<file path="src/rtl/pterm_array_pkg.sv">
package pterm_array_pkg;
  typedef struct packed {
    logic shift;
    logic commit;
  } cfgStrobe_t;
endpackage

</file>
<file path="src/rtl/pterm_cfg_ctrl.sv">
module pterm_cfg_ctrl
  import pterm_array_pkg::*;
(
  input  logic       clk,
  input  logic       rstN,
  input  logic       cfgEn,
  input  logic       cfgLoad,
  output cfgStrobe_t strb
);
  logic loadQ;

  always_ff @(posedge clk or negedge rstN) begin
    if (!rstN) loadQ <= 1'b0;
    else       loadQ <= cfgLoad;
  end

  always_comb begin
    strb.shift  = cfgEn;
    strb.commit = cfgLoad & ~loadQ;
  end

  // A commit is a single-cycle pulse
  assert_commit_pulse_R8: assert property (@(posedge clk) disable iff (!rstN)
    strb.commit |=> !strb.commit);

  // A held-high load strobe never commits again
  assert_no_recommit_R8: assert property (@(posedge clk) disable iff (!rstN)
    (cfgLoad && $past(cfgLoad)) |-> !strb.commit);
endmodule

</file>
<file path="src/rtl/pterm_sop_datapath.sv">
module pterm_sop_datapath
  import pterm_array_pkg::*;
#(
  parameter int NUM_IN  = 6,
  parameter int NUM_PT  = 10,
  parameter int NUM_SUM = 4
) (
  input  logic               clk,
  input  logic               rstN,
  input  cfgStrobe_t         strb,
  input  logic               cfgBit,
  input  logic [NUM_IN-1:0]  dataIn,
  input  logic [NUM_SUM-1:0] fbIn,
  output logic [NUM_SUM-1:0] sumOut
);
  localparam int NUM_SRC   = NUM_IN + NUM_SUM;
  localparam int NUM_LIT   = 2 * NUM_SRC;
  localparam int FUSE_BITS = NUM_PT * NUM_LIT;
  localparam int ALOC_BITS = NUM_SUM * NUM_PT;
  localparam int CFG_BITS  = FUSE_BITS + ALOC_BITS;

  logic [CFG_BITS-1:0] shiftChain;
  logic [CFG_BITS-1:0] activeMap;
  logic [NUM_SRC-1:0]  srcVec;
  logic [NUM_LIT-1:0]  litVec;
  logic [NUM_PT-1:0]   termVec;

  always_ff @(posedge clk or negedge rstN) begin
    if (!rstN) begin
      shiftChain <= '0;
      activeMap  <= '0;
    end else begin
      if (strb.shift)  shiftChain <= {shiftChain[CFG_BITS-2:0], cfgBit};
      if (strb.commit) activeMap  <= shiftChain;
    end
  end

  assign srcVec = {fbIn, dataIn};

  for (genvar k = 0; k < NUM_SRC; k++) begin : g_lit
    assign litVec[2*k]   = srcVec[k];
    assign litVec[2*k+1] = ~srcVec[k];
  end

  for (genvar t = 0; t < NUM_PT; t++) begin : g_term
    logic [NUM_LIT-1:0] fuseRow;
    assign fuseRow    = activeMap[t*NUM_LIT +: NUM_LIT];
    assign termVec[t] = (|fuseRow) & (&(~fuseRow | litVec));

    // Unprogrammed term stays low
    assert_empty_term_low_R3: assert property (@(posedge clk) disable iff (!rstN)
      (fuseRow == '0) |-> !termVec[t]);
  end

  for (genvar s = 0; s < NUM_SUM; s++) begin : g_sum
    logic [NUM_PT-1:0] alocRow;
    assign alocRow   = activeMap[FUSE_BITS + s*NUM_PT +: NUM_PT];
    assign sumOut[s] = |(alocRow & termVec);

    // Sum with nothing allocated stays low
    assert_empty_sum_low_R5: assert property (@(posedge clk) disable iff (!rstN)
      (alocRow == '0) |-> !sumOut[s]);
  end

  // Outputs only move when inputs change or a commit lands
  assert_sums_hold_R7: assert property (@(posedge clk) disable iff (!rstN)
    (!$past(strb.commit) && $stable(dataIn) && $stable(fbIn)) |-> $stable(sumOut));
endmodule

</file>
<file path="src/rtl/pterm_array.sv">
module pterm_array
  import pterm_array_pkg::*;
#(
  parameter int NUM_IN  = 6,
  parameter int NUM_PT  = 10,
  parameter int NUM_SUM = 4
) (
  input  logic               clk,
  input  logic               rstN,
  input  logic               cfgEn,
  input  logic               cfgBit,
  input  logic               cfgLoad,
  input  logic [NUM_IN-1:0]  dataIn,
  input  logic [NUM_SUM-1:0] fbIn,
  output logic [NUM_SUM-1:0] sumOut
);
  cfgStrobe_t strb;

  pterm_cfg_ctrl u_ctrl (
    .clk     (clk),
    .rstN    (rstN),
    .cfgEn   (cfgEn),
    .cfgLoad (cfgLoad),
    .strb    (strb)
  );

  pterm_sop_datapath #(
    .NUM_IN  (NUM_IN),
    .NUM_PT  (NUM_PT),
    .NUM_SUM (NUM_SUM)
  ) u_data (
    .clk    (clk),
    .rstN   (rstN),
    .strb   (strb),
    .cfgBit (cfgBit),
    .dataIn (dataIn),
    .fbIn   (fbIn),
    .sumOut (sumOut)
  );
endmodule

</file>
<file path="config.mk">
export PLATFORM = sky130hd
export DESIGN_NAME = pterm_array
export DESIGN_NICKNAME = d
export VERILOG_FILES = /design/src/rtl/pterm_array_pkg.sv /design/src/rtl/pterm_cfg_ctrl.sv /design/src/rtl/pterm_sop_datapath.sv /design/src/rtl/pterm_array.sv
export SDC_FILE = /design/constraint.sdc
export NUM_CORES = 1
export LEC_CHECK = 0
export BUFFER_PORTS_ARGS = -buffer_cell sky130_fd_sc_hd__buf_2
export CORE_UTILIZATION = 55
export DETAILED_ROUTE_END_ITERATION = 7
export GPL_TIMING_DRIVEN = 0
export PLACE_DENSITY = 0.69
export SLEW_MARGIN = 0
export SYNTH_ARGS = -nofsm -noshare
export SYNTH_HDL_FRONTEND = slang
export SYNTH_SLANG_ARGS = --single-unit
</file>
<file path="constraint.sdc">
create_clock -name clk -period 1.94 [get_ports clk]
set_input_delay 0.194 -clock clk [delete_from_list [all_inputs] [get_ports clk]]
set_output_delay 0.194 -clock clk [all_outputs]
set_load 0.05 [all_outputs]
</file>
==> results.toml, run 1 <==
[run_status]
status = "finished, violations left"
violations = "negative setup slack"

[die]
core.rowCount = 68
initial_core_util = 0.564
coreArea_um2 = 34900
fp.dieW_um = 191
die-area_um2 = 36600
pin_count = 19
die-height_um = 191

[global_route]
grt_pass1_vias = 11200
grt_max_degree = 116
grt_overflow = 0
grt_use_total = 0.216
antenna_found_initial = 0
grt_pass1_wl_um = 61400

[cts]
cts_tree = "yes"
clockBufferDepth = 3
cts_made_buffers = 49
cts_max_level = 2
cts.clk_slew.worst_paths_ps = 60
clk_latency_ps = 580
cts_root_buf = "clkbuf_16"
clock_sinks = 481

[cells_and_area]
drive_above_1_share = 0.472
nNetsFinal = 1369
layout_common_cells = "dfrtp_1, mux2_2, mux2i_1"
final_area_um2 = 22500
filler_cell_count = 2569
antennaDiodeCount = 0
final_common_cell = "dfrtp_1"
area_delta_synth_final_pct = 14.3

[power_and_ir_drop]
p_leak_nw = 11.5
irDropWorstVdd_mv = 1.20
power.total_mw = 22.5
powerDensity_nw_per_um2 = 999

[logic_synthesis]
syn-num-nets = 1294
ys_warn_count = 0
synth_area_um2 = 19700
ys_seq_area_frac = 0.611
syn_inst = 1279
yosys.area.top_type = "dfrtp_1"
synth.distinct_cells = 24
synth_top_area_frac = 0.611
synth_seq_cells = 481
synth_top_cells_by_area = "dfrtp_1, mux2_2, mux2i_1"
avgSynthCellArea_um2 = 15.4

[route]
wl_um = 37700
drtIter0Drc = 497
wire_per_inst_um = 20.4
viasPerCell = 5.76
dr.pass1.iters = 5
num_vias = 10600
antenna_left = 0
drc_errors = 0

[placement]
numPortBuffers = 7
globalplace.congestion = 0.772
placed_area_um2 = 20400
dp_hpwl_um = 23400

[timing]
finalSetupViolCount = 4
hold_ws_ps = 217
setup_tns_ps = -3080
skew_ps = 25.4
hold_violations = 0
post-route-period-util = 1.42
finalMaxSlewViolations = 0
slew_headroom = 0.498
tightest_slew_ps = 754
fin_crit_ps = 2750
layout_setup_ws_ps = -814
rsz0062_at_grt = "true"
clock.fmax_mhz = 363

[critical_path]
arrival_ps = 2560
critical_path_class = "flop to primary output"
endpoint_kind = "primary output"
setup.worst_path.start_class = "flop"
crit_fanout = 4
worstPathRequired_ps = 1750

[min_path]
hp-class = "input port to async pin"

[flow_run]
drv_cap = 0
[metal layers]
layer	GRT usage	share of wire	up-vias
met1	0.317	0.49	5577
met2	0.330	0.46	137
met5	0	0	-
li1	-	-	4860
met3	0.0325	0.032	68
met4	0.0760	0.025	0
[flip-flops by register name, indices dropped and copies added, names as in the netlist]
signal and count:
u_ctrl.loadQ 1, u_data.activeMap 240, u_data.shiftChain 240
[synthesized netlist by cell type]
| cell type | instances |
|---|---|
| nand4_1 | 3 |
| dfrtp_1 | 481 |
| and4_1 | 4 |
| nand2_1 | 38 |
| nor2b_1 | 1 |
| nor4_1 | 60 |
| buf_4 | 6 |
| and3_1 | 9 |
| nand4b_1 | 1 |
| buf_2 | 30 |
| clkbuf_1 | 23 |
| buf_1 | 1 |
| a22o_1 | 4 |
| a22o_2 | 2 |
| mux2i_1 | 100 |
| a221o_1 | 1 |
| a22oi_1 | 8 |
| nand3_1 | 12 |
| nor2_1 | 1 |
| a221oi_1 | 5 |
| mux2_2 | 480 |
| and4_4 | 1 |
| a31oi_1 | 4 |
| buf_6 | 4 |
[per-stage QoR]
stage | cells | utilization | worst slack [ps]
CTS | 1846 | 0.643 | -847
global route | 1847 | 0.645 | -932
global placement | 1741 | 0.583 | -8830
detailed placement | 1745 | 0.586 | -1030
floorplan | 1279 | - | -227
finish | 1847 | 0.645 | -814
[power breakdown]
part           internal, mW  total (mW)  leakage [nW]  switching [mW]
registers              10.6        11.0          6.63           0.427
logic                 0.799        1.62          4.05           0.826
clock network          5.99        9.88         0.842            3.88
[area by class of cell]
cell class | count | area, µm² | share of cell area
Sequential cell | 481 | 12000 | 0.535
Multi-Input combinational cell | 734 | 7540 | 0.335
Clock buffer | 65 | 1400 | 0.0622
Tap cell | 455 | 569 | 0.0253
Buffer | 64 | 342 | 0.0152
Timing Repair Buffer | 24 | 314 | 0.0140
Clock inverter | 24 | 307 | 0.0136
[kinds of logic after synthesis]
logic type | count (synthesis) | synth area share
flip-flops | 481 | 0.611
AO/OA/AOI/OAI | 24 | 0.00985
multiplexers | 580 | 0.325
buffers and inverters | 64 | 0.0168
AND/OR/NAND/NOR | 130 | 0.0365
[repair_timing]
action / in CTS / in global routing
endpoints found under the setup margin: 204 / 31
setup buffers: 9 / 1
pin swaps: 18 / 2
endpoints found under the hold margin: 87 / 0
hold buffers: 3 / 0
gates resized for setup: 39 / 10
[critical path, cell delays in order (launching register included)]
cell and delay (ps):
dfrtp_1 410, nor4_2 270, and3_1 190, nand3_1 70
and4_4 210, a22o_1 220, a221o_1 240, nand4b_1 190
buf_6 180
[worst paths after layout]
check                                          to  slack, ps                    from  cells after the start
min reg2reg                u_data.shiftChain[239]        510  u_data.shiftChain[239]                      1
max in group asynchronous    u_data.shiftChain[5]        330                    rstN                      4
min in group clk                     u_ctrl.loadQ        290                 cfgLoad                      2
min                        u_data.shiftChain[192]        220                    rstN                      2
max                                     sumOut[2]       -810   u_data.activeMap[119]                      8
max reg2reg                 u_data.activeMap[108]        120            u_ctrl.loadQ                      5
Power figures use the tool's default switching activity.
==> run 2, diff against run 1 <==
--- a/config.mk
+++ b/config.mk
@@ -6,6 +6,7 @@
 export NUM_CORES = 1
 export LEC_CHECK = 0
 export BUFFER_PORTS_ARGS = -buffer_cell sky130_fd_sc_hd__buf_2
+export CORE_MARGIN = 2
 export CORE_UTILIZATION = 55
 export DETAILED_ROUTE_END_ITERATION = 7
 export GPL_TIMING_DRIVEN = 0
==> results.toml, run 2 (synthesis gave the netlist of run 1 again) <==
[power_and_ir_drop]
p_leak_nw = 11.6
irDropWorstVdd_mv = 1.06
powerDensity_nw_per_um2 = 1010

[cts]
cts_tree = "yes"
clockBufferDepth = 3
cts.clk_slew.worst_paths_ps = 60
cts_max_level = 2
cts_made_buffers = 49
clock_sinks = 481
cts_root_buf = "clkbuf_16"
clk_latency_ps = 570

[die]
initial_core_util = 0.556
pin_count = 19
fp.dieW_um = 193
die-height_um = 193
die-area_um2 = 37300
coreArea_um2 = 35400
core.rowCount = 69

[cells_and_area]
area_delta_synth_final_pct = 14.8
final_area_um2 = 22600
drive_above_1_share = 0.473
final_common_cell = "dfrtp_1"
layout_common_cells = "dfrtp_1, mux2_2, mux2i_1"
antennaDiodeCount = 0
nNetsFinal = 1367
utilization = 0.638
largestRegisters = "u_data.activeMap: 240 flops, u_data.shiftChain: 240 flops, u_ctrl.loadQ: 1 flops"

[timing]
rsz0062_at_grt = "true"
finalSetupViolCount = 4
tightest_slew_ps = 723
fin_crit_ps = 2750
hold_violations = 0
layout_setup_ws_ps = -812
slew_headroom = 0.518
finalMaxSlewViolations = 0
skew_ps = 12.4
clock.fmax_mhz = 363
post-route-period-util = 1.42

[critical_path]
critical_path_buf_inv_count = 1
crit_fanout = 3
critPathSlowestCell = "dfrtp_1"
arrival_ps = 2560
cp_slowest_stage_delay_ps = 400
worstPathCellList = "nor4_2, and3_1, nand3_1, and4_4, a22o_1, a221oi_2, nand4_1, buf_6"
setup.worst_path.start_class = "flop"
crit_family = "simple AND/OR/NAND/NOR gates"
critical_path_class = "flop to primary output"
endpoint_kind = "primary output"
worstPathRequired_ps = 1750

[placement]
globalplace.congestion = 0.748
placed_area_um2 = 20500
dp_hpwl_um = 23200
pre_cts_ws_ps = -976
numPortBuffers = 7

[global_route]
grt_pass1_wl_um = 61300
grt_max_degree = 114
grt_pass1_vias = 11300
grt_use_total = 0.211
grt_overflow = 0
antenna_found_initial = 0

[route]
drtIter0Drc = 490
antenna_left = 0
wl_um = 37300
dr.pass1.iters = 4
wire_per_inst_um = 20.1
viasPerCell = 5.75
num_vias = 10700
drc_errors = 0

[run_status]
violations = "negative setup slack"
status = "finished, violations left"

[min_path]
hp-class = "input port to async pin"

[flow_run]
drv_cap = 0
run 2: layout make-up:
type,instances,area (µm²)
Buffer,64,337
Tap cell,461,577
Fill cell,2623,12800
Timing Repair Buffer,22,287
Sequential cell,481,12000
Multi-Input combinational cell,734,7550
Clock inverter,22,353
Clock buffer,69,1450
run 2: worst paths after layout:
check                                           start                      to  slack (ps)  cells past startpoint
worst min-delay path                             rstN  u_data.shiftChain[187]         160                      2
min in group clk                              cfgLoad            u_ctrl.loadQ         300                      2
worst max register to register           u_ctrl.loadQ    u_data.activeMap[84]          90                      5
max in group asynchronous                        rstN  u_data.shiftChain[139]         380                      4
worst min register to register  u_data.activeMap[200]   u_data.activeMap[200]         510                      1
worst max-delay path            u_data.activeMap[137]               sumOut[0]        -810                      8
run 2: routing by layer:
layer / share of wire / vias to the layer above / global-route usage
li1: - / 4860 / -
met1: 0.47 / 5606 / 0.308
met2: 0.46 / 139 / 0.324
met3: 0.049 / 56 / 0.0375
met4: 0.025 / 0 / 0.0693
met5: 0 / - / 0
run 2: repair_timing:
action                                  4_1_cts  5_1_grt
buffers inserted                              6        2
hold buffers                                  3        0
endpoints found under the setup margin      204       14
endpoints found under the hold margin        72        0
resized for setup                            36       13
pin swaps                                    10        5
run 2: per-stage QoR:
step                      std cells   TNS, ps  power [mW]  hold WS [ps]
after floorplan                1279      -433        12.1          -102
after global placement         1747  -4365510        12.7           314
after detailed placement       1751    -99200        12.7           183
after CTS                      1851     -3240        23.2           177
after global routing           1853     -3560        23.8           210
final                          1853     -3160        22.9           164
run 2: where the power goes:
part           switching, mW  internal [mW]
Combinational          0.832          0.793
Sequential             0.408           10.6
Clock                   3.86           6.42
Total                   5.10           17.8
